**config.mk**
```make
export PLATFORM = sky130hd
export DESIGN_NAME = sfx_regbank
export DESIGN_NICKNAME = d
export VERILOG_FILES = /design/src/rtl/sfx_regbank_pkg.sv /design/src/rtl/sfx_decode.sv /design/src/rtl/sfx_fields.sv /design/src/rtl/sfx_wide.sv /design/src/rtl/sfx_rdmux.sv /design/src/rtl/sfx_regbank.sv
export SDC_FILE = /design/constraint.sdc
export NUM_CORES = 1
export LEC_CHECK = 0
export BUFFER_PORTS_ARGS = -buffer_cell sky130_fd_sc_hd__buf_2
export CAP_MARGIN = 30
export CORE_AREA = 2 2 157 128
export CTS_CLUSTER_DIAMETER = 120
export DETAILED_ROUTE_END_ITERATION = 6
export DIE_AREA = 0 0 159 130
export MAX_ROUTING_LAYER = met4
export PLACE_DENSITY = 0.7
export SETUP_SLACK_MARGIN = 0.5
export SLEW_MARGIN = 20
export SYNTH_ARGS = -nofsm -noshare
export SYNTH_HDL_FRONTEND = slang
export SYNTH_HIERARCHICAL = 1
export SYNTH_SLANG_ARGS = --single-unit
```
**constraint.sdc**
```tcl
create_clock -name clk -period 2 [get_ports clk]
set_clock_uncertainty 0.1 [all_clocks]
set_input_delay 0.1 -clock clk [delete_from_list [all_inputs] [get_ports clk]]
set_output_delay 0.1 -clock clk [all_outputs]
set_load 0.02 [all_outputs]
```
**src/rtl/sfx_regbank_pkg.sv**
```systemverilog
package sfx_regbank_pkg;

  localparam int unsigned BUS_W    = 32;
  localparam int unsigned WORD_INC = 4;

  // word indices (byte address / WORD_INC); neighbours decode the strobes by these
  localparam int unsigned IDX_CTRL = 0;
  localparam int unsigned IDX_CMD  = 1;
  localparam int unsigned IDX_STAT = 2;
  localparam int unsigned IDX_FLAG = 3;
  localparam int unsigned IDX_ACC  = 4;
  localparam int unsigned IDX_FLOW = 5;
  localparam int unsigned IDX_WIDE = 8;

  // number of bus words needed for a field of the given width
  function automatic int unsigned words_for(input int unsigned width);
    return (width + BUS_W - 1) / BUS_W;
  endfunction

  // place right-aligned field bits at a bit offset in a bus word
  function automatic logic [BUS_W-1:0] put_bits(input logic [BUS_W-1:0] val,
                                                 input int unsigned ofs);
    return val << ofs;
  endfunction

  // take field bits from a bus word, right-aligned (caller truncates)
  function automatic logic [BUS_W-1:0] get_bits(input logic [BUS_W-1:0] word,
                                                 input int unsigned ofs);
    return word >> ofs;
  endfunction

  // which chunk of a multi-word field is seen at word step k
  function automatic int unsigned chunk_at(input int unsigned k,
                                           input int unsigned nwords,
                                           input bit big_order);
    return big_order ? (nwords - 1 - k) : k;
  endfunction

  // valid-bit mask of chunk c for a field of the given width
  function automatic logic [BUS_W-1:0] chunk_mask(input int unsigned c,
                                                   input int unsigned width);
    int unsigned lo;
    lo = c * BUS_W;
    if (width >= lo + BUS_W) return '1;
    else if (width <= lo)    return '0;
    else                     return ~('1 << (width - lo));
  endfunction

endpackage

```
**src/rtl/sfx_decode.sv**
```systemverilog
module sfx_decode
  import sfx_regbank_pkg::*;
#(
  parameter int unsigned ADDR_W    = 8,
  parameter int unsigned NUM_WORDS = 10
) (
  input  logic                 bus_sel,
  input  logic                 bus_en,
  input  logic                 bus_write,
  input  logic [ADDR_W-1:0]    bus_addr,
  output logic [NUM_WORDS-1:0] rd_stb,
  output logic [NUM_WORDS-1:0] wr_stb,
  output logic                 rd_access,
  output logic [ADDR_W-3:0]    word_idx
);
  localparam int unsigned IDX_W = ADDR_W - 2;

  logic access;

  assign access    = bus_sel & bus_en;
  assign rd_access = access & ~bus_write;
  assign word_idx  = bus_addr[ADDR_W-1:2];

  for (genvar i = 0; i < NUM_WORDS; i++) begin : g_stb
    logic hit;
    assign hit       = (word_idx == IDX_W'(i));
    assign rd_stb[i] = rd_access & hit;
    assign wr_stb[i] = access & bus_write & hit;
  end

endmodule

```
**src/rtl/sfx_fields.sv**
```systemverilog
module sfx_fields
  import sfx_regbank_pkg::*;
#(
  parameter int unsigned NUM_WORDS = 10,
  parameter int unsigned CTRL_W    = 8,
  parameter int unsigned CTRL_OFS  = 4,
  parameter int unsigned CMD_W     = 16,
  parameter int unsigned CMD_OFS   = 8,
  parameter int unsigned FLAG_W    = 8,
  parameter int unsigned FLAG_OFS  = 0,
  parameter int unsigned ACC_W     = 8,
  parameter int unsigned ACC_OFS   = 16,
  parameter int unsigned FLOW_W    = 10,
  parameter int unsigned FLOW_OFS  = 2
) (
  input  logic                 clk,
  input  logic                 rst,
  input  logic [NUM_WORDS-1:0] rd_stb,
  input  logic [NUM_WORDS-1:0] wr_stb,
  input  logic [BUS_W-1:0]     wdata,
  input  logic [FLAG_W-1:0]    flag_set,
  input  logic [ACC_W-1:0]     acc_evt,
  output logic [CTRL_W-1:0]    ctl_q,
  output logic [CMD_W-1:0]     cmd_q,
  output logic [FLAG_W-1:0]    flags_q,
  output logic [ACC_W-1:0]     acc_q,
  output logic                 flow_valid,
  output logic [FLOW_W-1:0]    flow_data
);
  logic [FLAG_W-1:0] clr_mask;
  logic [FLAG_W-1:0] flags_next;
  logic [ACC_W-1:0]  acc_base;
  logic [ACC_W-1:0]  acc_next;

  // write-one-to-clear: clear first, then new set requests win
  assign clr_mask   = wr_stb[IDX_FLAG] ? FLAG_W'(get_bits(wdata, FLAG_OFS)) : '0;
  assign flags_next = (flags_q & ~clr_mask) | flag_set;

  // clear-on-read collector: events of the read cycle survive the clear
  assign acc_base = rd_stb[IDX_ACC] ? '0 : acc_q;
  assign acc_next = acc_base | acc_evt;

  always_ff @(posedge clk) begin
    if (rst) begin
      ctl_q      <= '0;
      cmd_q      <= '0;
      flags_q    <= '0;
      acc_q      <= '0;
      flow_valid <= 1'b0;
      flow_data  <= '0;
    end else begin
      if (wr_stb[IDX_CTRL]) ctl_q <= CTRL_W'(get_bits(wdata, CTRL_OFS));
      if (wr_stb[IDX_CMD])  cmd_q <= CMD_W'(get_bits(wdata, CMD_OFS));
      flags_q    <= flags_next;
      acc_q      <= acc_next;
      flow_valid <= wr_stb[IDX_FLOW];
      if (wr_stb[IDX_FLOW]) flow_data <= FLOW_W'(get_bits(wdata, FLOW_OFS));
    end
  end

endmodule

```
**src/rtl/sfx_wide.sv**
```systemverilog
module sfx_wide
  import sfx_regbank_pkg::*;
#(
  parameter int unsigned WIDE_W   = 48,
  parameter bit          WIDE_BIG = 1'b0,
  localparam int unsigned NW      = words_for(WIDE_W)
) (
  input  logic                clk,
  input  logic                rst,
  input  logic [NW-1:0]       wr_stb,
  input  logic [BUS_W-1:0]    wdata,
  output logic [NW*BUS_W-1:0] rd_words,
  output logic [WIDE_W-1:0]   value
);
  logic [BUS_W-1:0] chunk_q [NW];

  always_ff @(posedge clk) begin
    if (rst) begin
      for (int c = 0; c < NW; c++) chunk_q[c] <= '0;
    end else begin
      for (int k = 0; k < NW; k++) begin
        if (wr_stb[k])
          chunk_q[chunk_at(k, NW, WIDE_BIG)] <=
            wdata & chunk_mask(chunk_at(k, NW, WIDE_BIG), WIDE_W);
      end
    end
  end

  logic [NW*BUS_W-1:0] flat;
  for (genvar c = 0; c < NW; c++) begin : g_flat
    assign flat[c*BUS_W +: BUS_W] = chunk_q[c];
  end
  assign value = flat[WIDE_W-1:0];

  // word step k shows the chunk chosen by the word order
  for (genvar k = 0; k < NW; k++) begin : g_rd
    assign rd_words[k*BUS_W +: BUS_W] = chunk_q[chunk_at(k, NW, WIDE_BIG)];
  end

endmodule

```
**src/rtl/sfx_rdmux.sv**
```systemverilog
module sfx_rdmux
  import sfx_regbank_pkg::*;
#(
  parameter int unsigned ADDR_W    = 8,
  parameter int unsigned NUM_WORDS = 10,
  parameter int unsigned CTRL_W    = 8,
  parameter int unsigned CTRL_OFS  = 4,
  parameter int unsigned STAT_W    = 12,
  parameter int unsigned FLAG_W    = 8,
  parameter int unsigned FLAG_OFS  = 0,
  parameter int unsigned ACC_W     = 8,
  parameter int unsigned ACC_OFS   = 16,
  parameter int unsigned NW        = 2
) (
  input  logic [ADDR_W-3:0]    word_idx,
  input  logic [CTRL_W-1:0]    ctl_q,
  input  logic [STAT_W-1:0]    status,
  input  logic [FLAG_W-1:0]    flags_q,
  input  logic [ACC_W-1:0]     acc_q,
  input  logic [NW*BUS_W-1:0]  wide_words,
  output logic [BUS_W-1:0]     rd_word,
  output logic                 mapped
);
  int unsigned idx;

  always_comb begin
    idx     = int'(word_idx);
    rd_word = '0;
    mapped  = 1'b1;
    if (idx == IDX_CTRL)       rd_word = put_bits(BUS_W'(ctl_q), CTRL_OFS);
    else if (idx == IDX_CMD)   rd_word = '0;
    else if (idx == IDX_STAT)  rd_word = BUS_W'(status);
    else if (idx == IDX_FLAG)  rd_word = put_bits(BUS_W'(flags_q), FLAG_OFS);
    else if (idx == IDX_ACC)   rd_word = put_bits(BUS_W'(acc_q), ACC_OFS);
    else if (idx == IDX_FLOW)  rd_word = '0;
    else if (idx >= IDX_WIDE && idx < IDX_WIDE + NW)
      rd_word = wide_words[(idx - IDX_WIDE)*BUS_W +: BUS_W];
    else                       mapped = 1'b0;
  end

endmodule

```
**src/rtl/sfx_regbank.sv**
```systemverilog
module sfx_regbank
  import sfx_regbank_pkg::*;
#(
  parameter int unsigned ADDR_W    = 8,
  parameter int unsigned CTRL_W    = 8,
  parameter int unsigned CTRL_OFS  = 4,
  parameter int unsigned CMD_W     = 16,
  parameter int unsigned CMD_OFS   = 8,
  parameter int unsigned STAT_W    = 12,
  parameter int unsigned FLAG_W    = 8,
  parameter int unsigned ACC_W     = 8,
  parameter int unsigned ACC_OFS   = 16,
  parameter int unsigned FLOW_W    = 10,
  parameter int unsigned FLOW_OFS  = 2,
  parameter int unsigned WIDE_W    = 48,
  parameter bit          WIDE_BIG  = 1'b0,
  localparam int unsigned NW        = words_for(WIDE_W),
  localparam int unsigned NUM_WORDS = IDX_WIDE + NW
) (
  input  logic                 clk,
  input  logic                 rst,
  input  logic                 bus_sel,
  input  logic                 bus_en,
  input  logic                 bus_write,
  input  logic [ADDR_W-1:0]    bus_addr,
  input  logic [BUS_W-1:0]     bus_wdata,
  output logic [BUS_W-1:0]     bus_rdata,
  output logic [NUM_WORDS-1:0] rd_strobe,
  output logic [NUM_WORDS-1:0] wr_strobe,
  output logic [CTRL_W-1:0]    ctl_value,
  output logic [CMD_W-1:0]     cmd_value,
  input  logic [STAT_W-1:0]    status_in,
  input  logic [FLAG_W-1:0]    flag_set,
  output logic [FLAG_W-1:0]    flags,
  input  logic [ACC_W-1:0]     acc_evt,
  output logic                 flow_valid,
  output logic [FLOW_W-1:0]    flow_data,
  output logic [WIDE_W-1:0]    wide_value
);
  localparam int unsigned FLAG_OFS = 0;

  // internal events named for the checker
  logic                 rd_access;
  logic                 rd_miss;
  logic                 mapped;
  logic [ADDR_W-3:0]    word_idx;
  logic [ACC_W-1:0]     acc_q;
  logic [BUS_W-1:0]     rd_word;
  logic [NW*BUS_W-1:0]  wide_words;

  sfx_decode #(.ADDR_W(ADDR_W), .NUM_WORDS(NUM_WORDS)) u_decode (
    .bus_sel   (bus_sel),
    .bus_en    (bus_en),
    .bus_write (bus_write),
    .bus_addr  (bus_addr),
    .rd_stb    (rd_strobe),
    .wr_stb    (wr_strobe),
    .rd_access (rd_access),
    .word_idx  (word_idx)
  );

  sfx_fields #(
    .NUM_WORDS(NUM_WORDS), .CTRL_W(CTRL_W), .CTRL_OFS(CTRL_OFS),
    .CMD_W(CMD_W), .CMD_OFS(CMD_OFS), .FLAG_W(FLAG_W), .FLAG_OFS(FLAG_OFS),
    .ACC_W(ACC_W), .ACC_OFS(ACC_OFS), .FLOW_W(FLOW_W), .FLOW_OFS(FLOW_OFS)
  ) u_fields (
    .clk        (clk),
    .rst        (rst),
    .rd_stb     (rd_strobe),
    .wr_stb     (wr_strobe),
    .wdata      (bus_wdata),
    .flag_set   (flag_set),
    .acc_evt    (acc_evt),
    .ctl_q      (ctl_value),
    .cmd_q      (cmd_value),
    .flags_q    (flags),
    .acc_q      (acc_q),
    .flow_valid (flow_valid),
    .flow_data  (flow_data)
  );

  sfx_wide #(.WIDE_W(WIDE_W), .WIDE_BIG(WIDE_BIG)) u_wide (
    .clk      (clk),
    .rst      (rst),
    .wr_stb   (wr_strobe[IDX_WIDE +: NW]),
    .wdata    (bus_wdata),
    .rd_words (wide_words),
    .value    (wide_value)
  );

  sfx_rdmux #(
    .ADDR_W(ADDR_W), .NUM_WORDS(NUM_WORDS), .CTRL_W(CTRL_W), .CTRL_OFS(CTRL_OFS),
    .STAT_W(STAT_W), .FLAG_W(FLAG_W), .FLAG_OFS(FLAG_OFS), .ACC_W(ACC_W),
    .ACC_OFS(ACC_OFS), .NW(NW)
  ) u_rdmux (
    .word_idx   (word_idx),
    .ctl_q      (ctl_value),
    .status     (status_in),
    .flags_q    (flags),
    .acc_q      (acc_q),
    .wide_words (wide_words),
    .rd_word    (rd_word),
    .mapped     (mapped)
  );

  assign rd_miss = rd_access & ~mapped;

  always_ff @(posedge clk) begin
    if (rst)            bus_rdata <= '0;
    else if (rd_access) bus_rdata <= mapped ? rd_word : '0;
  end

endmodule

```
==> summary.md <==
| Metric | Value |
|---|---|
| Slew margin rel. | 62.5% |
| Cells after synthesis | 629 |
| DR iter-0 viols | 406 |
| Status | finished clean |
| Rows | 46 |
| Wire length on met3 | 874 um |
| Slew Viols, Final | 0 |
| Clock Pin Slew Worst Setup and Hold Paths | 60 ps |
| Worst Setup SP | bus_addr[7] |
| P&R area growth vs syn | 39.4% |
| Final setup violation count | 0 |
| Clock Sinks | 131 |
| Root buf cell | clkbuf_16 |
| Share of cells above drive strength 1 | 45.1% |
| Combinational power share | 10.2% |
| Met1 Routed Length | 9560 um |
| Part of the Yosys area used for sequential elements | 47.0% |
| Initial Utilization | 34.1% |
| Post-Route WL | 19,800 um |
| Post-synth cell types | 42 |
| Top cell type by total area after synthesis | dfxtp_1 |
| Met2 routed WL | 8990 um |
| Router iterations before antenna repair | 5 |
| Total gr overflow | 0 |
| CTS tree | yes |
| Top cell type's share of synthesized area | 25.2% |
| Yosys reg bits | 131 |
| Power Density | 769 mW/mm^2 |
| CP required | 2180 ps |
| H-tree levels | 4 |
| Dpl hpwl | 14,000 um |
| Post-synth EDFFs | 48 |
| Async S/R FF share, synth | 0% |
| Hold Vio Cnt, Final | 0 |
| Yosys warns | 6 |
| RSZ-0062 raised after global routing | yes |
| Crit path time final | 1580 ps |
| Mapped Area | 0.00660 mm^2 |
| Period utilisation layout | 78.9% |
| Die span in x | 159 um |
| Num ports | 216 |
| Leading register cell type out of synthesis | dfxtp_1 |
| FF-to-FF path depth | 5 |
| Critical path fanouts, max | 8 |
| Reg2reg start | u_wide/chunk_q[0][3] |
| Psw | 1.65 mW |
| I/O Buffers | 213 |
| Startpoint Class | input port |
| Leakage | 3.88 nW |
| Die area | 0.0207 mm^2 |
| WP data arrival | 1760 ps |
| Remaining antenna violation count | 0 |
| R2r setup slk | 590 ps |
| Worst reg2reg path endpoint | bus_rdata[3] |
| Die Span Y | 130 um |
| Critical path class | in2reg |
| Sequential share of power | 40.8% |
| Peak VDD IR | 564 uV |
| Top Metal Used | met4 |
| Commonest non-fill, non-tap cell in the layout | buf_2 |
| Internal power | 5.42 mW |
| RePlAce Congestion | 0.878 |
| Sw frac | 23.4% |
| Largest net degree at the start of global routing | 47 |
| CP endpoint kind | flop |
| Routed vias/inst | 4.67 |
| Via count | 5,294 |
| Core ar. | 0.0193 mm^2 |
| Antenna violations before repair | 2 |
| Worst hold path class | in2reg |
| First-pass GRT wire length | 29,000 um |
| Vias in the first global route | 4,980 |
| WHS | 76.4 ps |
| Most frequent cells in the layout | buf_2, dfxtp_1, mux2i_1 |
| Syn Area/Cell | 10.5 um^2 |
| Worst skew pair latency | 410 ps |
| Routed wire per std cell | 17.5 um |
| Max-cap check violation count | 0 |
| TritonCTS Buffers | 17 |
| GRT Total Usage | 18.9% |
| Fin Setup TNS | 0 ps |
| Slew @ Worst Pin | 562 ps |
| Clk buf depth | 2 |
| Critical path endpoint | u_fields/cmd_q[6] |
| Area contributors post-synth | dfxtp_1, edfxtp_1, mux2i_1, buf_4, nand2b_1 |
| Layout Nets | 927 |
| Residual DRC count | 0 |
| Fmax | 634 MHz |
| Clock power frac | 49.0% |
==> worst min path at each step <==
stage / cells past startpoint / slack [ps] / from / to
6_report: 5 / 80 / status_in[0] / bus_rdata[0]
3_3_place_gp: 3 / 240 / acc_evt[7] / u_fields/acc_q[7]
5_1_grt: 5 / 80 / status_in[0] / bus_rdata[0]
2_1_floorplan: 1 / 70 / rst / bus_rdata[30]
3_5_place_dp: 2 / 240 / bus_wdata[0] / u_fields/flags_q[0]
4_1_cts: 5 / 60 / status_in[0] / bus_rdata[0]
==> critical path, stage by stage <==
cell	delay [ps]
buf_12	100
or4_4	660
nor3_4	240
buf_12	130
buf_8	110
clkbuf_16	160
mux2i_1	200
nor2_1	60
==> through the flow <==
step | worst slack [ps] | utilization, % | instance area [um^2] | total power, mW | instances
after global placement | 139 | 40.2 | 7760 | 3.55 | 1034
after detailed placement | 89.3 | 40.2 | 7760 | 3.56 | 1034
after CTS | 395 | 46.9 | 9060 | 7.14 | 1125
after global routing | 416 | 47.6 | 9210 | 7.32 | 1133
after floorplan | 157 | - | 6970 | 3.40 | 644
final | 423 | 47.6 | 9210 | 7.08 | 1133
==> cell families (layout without fill, tap and decap cells) <==
group	Yosys count	count (layout)	synth area share, %
AO/OA/AOI/OAI	86	86	9.27
adder cells (fa/ha/maj)	1	1	0.152
buffers and inverters	130	353	14.0
flip-flops	131	131	47.0
multiplexers	68	68	10.4
other	1	18	0.0568
AND/OR/NAND/NOR	212	212	19.1
==> metal layers <==
layer,vias up,track usage (%)
met5,-,-
met1,2527,25.9
li1,2566,-
met4,0,6.79
met2,177,27.5
met3,24,4.32
==> power by group through the flow <==
stage	Combinational, mW	Sequential (mW)	Clock [mW]
floorplan	0.465	2.94	0
global placement	0.617	2.94	0
detailed placement	0.622	2.94	0
CTS	0.703	2.88	3.55
global route	0.767	2.89	3.66
finish	0.722	2.88	3.47
==> synth_stat cells, types with 2 or more instances <==
| library cell | n |
|---|---|
| and2_1 | 10 |
| mux2i_1 | 62 |
| buf_6 | 13 |
| nand3_1 | 33 |
| buf_2 | 18 |
| nor2_1 | 54 |
| a32oi_1 | 6 |
| nor2b_1 | 2 |
| nand2_1 | 2 |
| nand4_1 | 6 |
| and2_4 | 21 |
| and2_2 | 2 |
| nor3_2 | 11 |
| clkbuf_8 | 3 |
| o21ai_0 | 8 |
| mux2_2 | 6 |
| o2bb2ai_1 | 8 |
| a21oi_1 | 42 |
| o22ai_1 | 4 |
| or2_2 | 3 |
| dfxtp_1 | 83 |
| nor3_1 | 11 |
| clkbuf_1 | 6 |
| a2bb2oi_1 | 4 |
| edfxtp_1 | 48 |
| inv_1 | 17 |
| a311oi_2 | 8 |
| a22oi_1 | 2 |
| a221o_1 | 2 |
| or4b_1 | 3 |
| nand2b_1 | 49 |
| buf_4 | 72 |
==> final cells by class <==
type,instances,area (um^2)
Fill cell,1786,10100
Sequential cell,131,3100
Multi-Input combinational cell,383,2940
Timing Repair Buffer,304,2080
Clock buffer,25,582
Tap cell,264,330
Clock inverter,7,97.6
Inverter,17,63.8
Antenna cell,2,5.00
==> state kept, by name (all words and copies together), names as in the netlist <==
name / count
u_fields/cmd_q: 16
u_fields/flow_valid: 1
u_fields/flags_q: 8
bus_rdata: 32
u_fields/acc_q: 8
u_fields/ctl_q: 8
u_fields/flow_data: 10
u_wide/chunk_q: 48
==> repair_timing <==
item                       in CTS  in global routing
buffers inserted               11                  5
cloned                          0                  1
setup endpoints to repair       6                 74
pin swaps                       6                  7
hold endpoints to repair       98                  0
gates resized for setup        12                 20
hold buffers                   48                  0
Power figures use the tool's default switching activity.
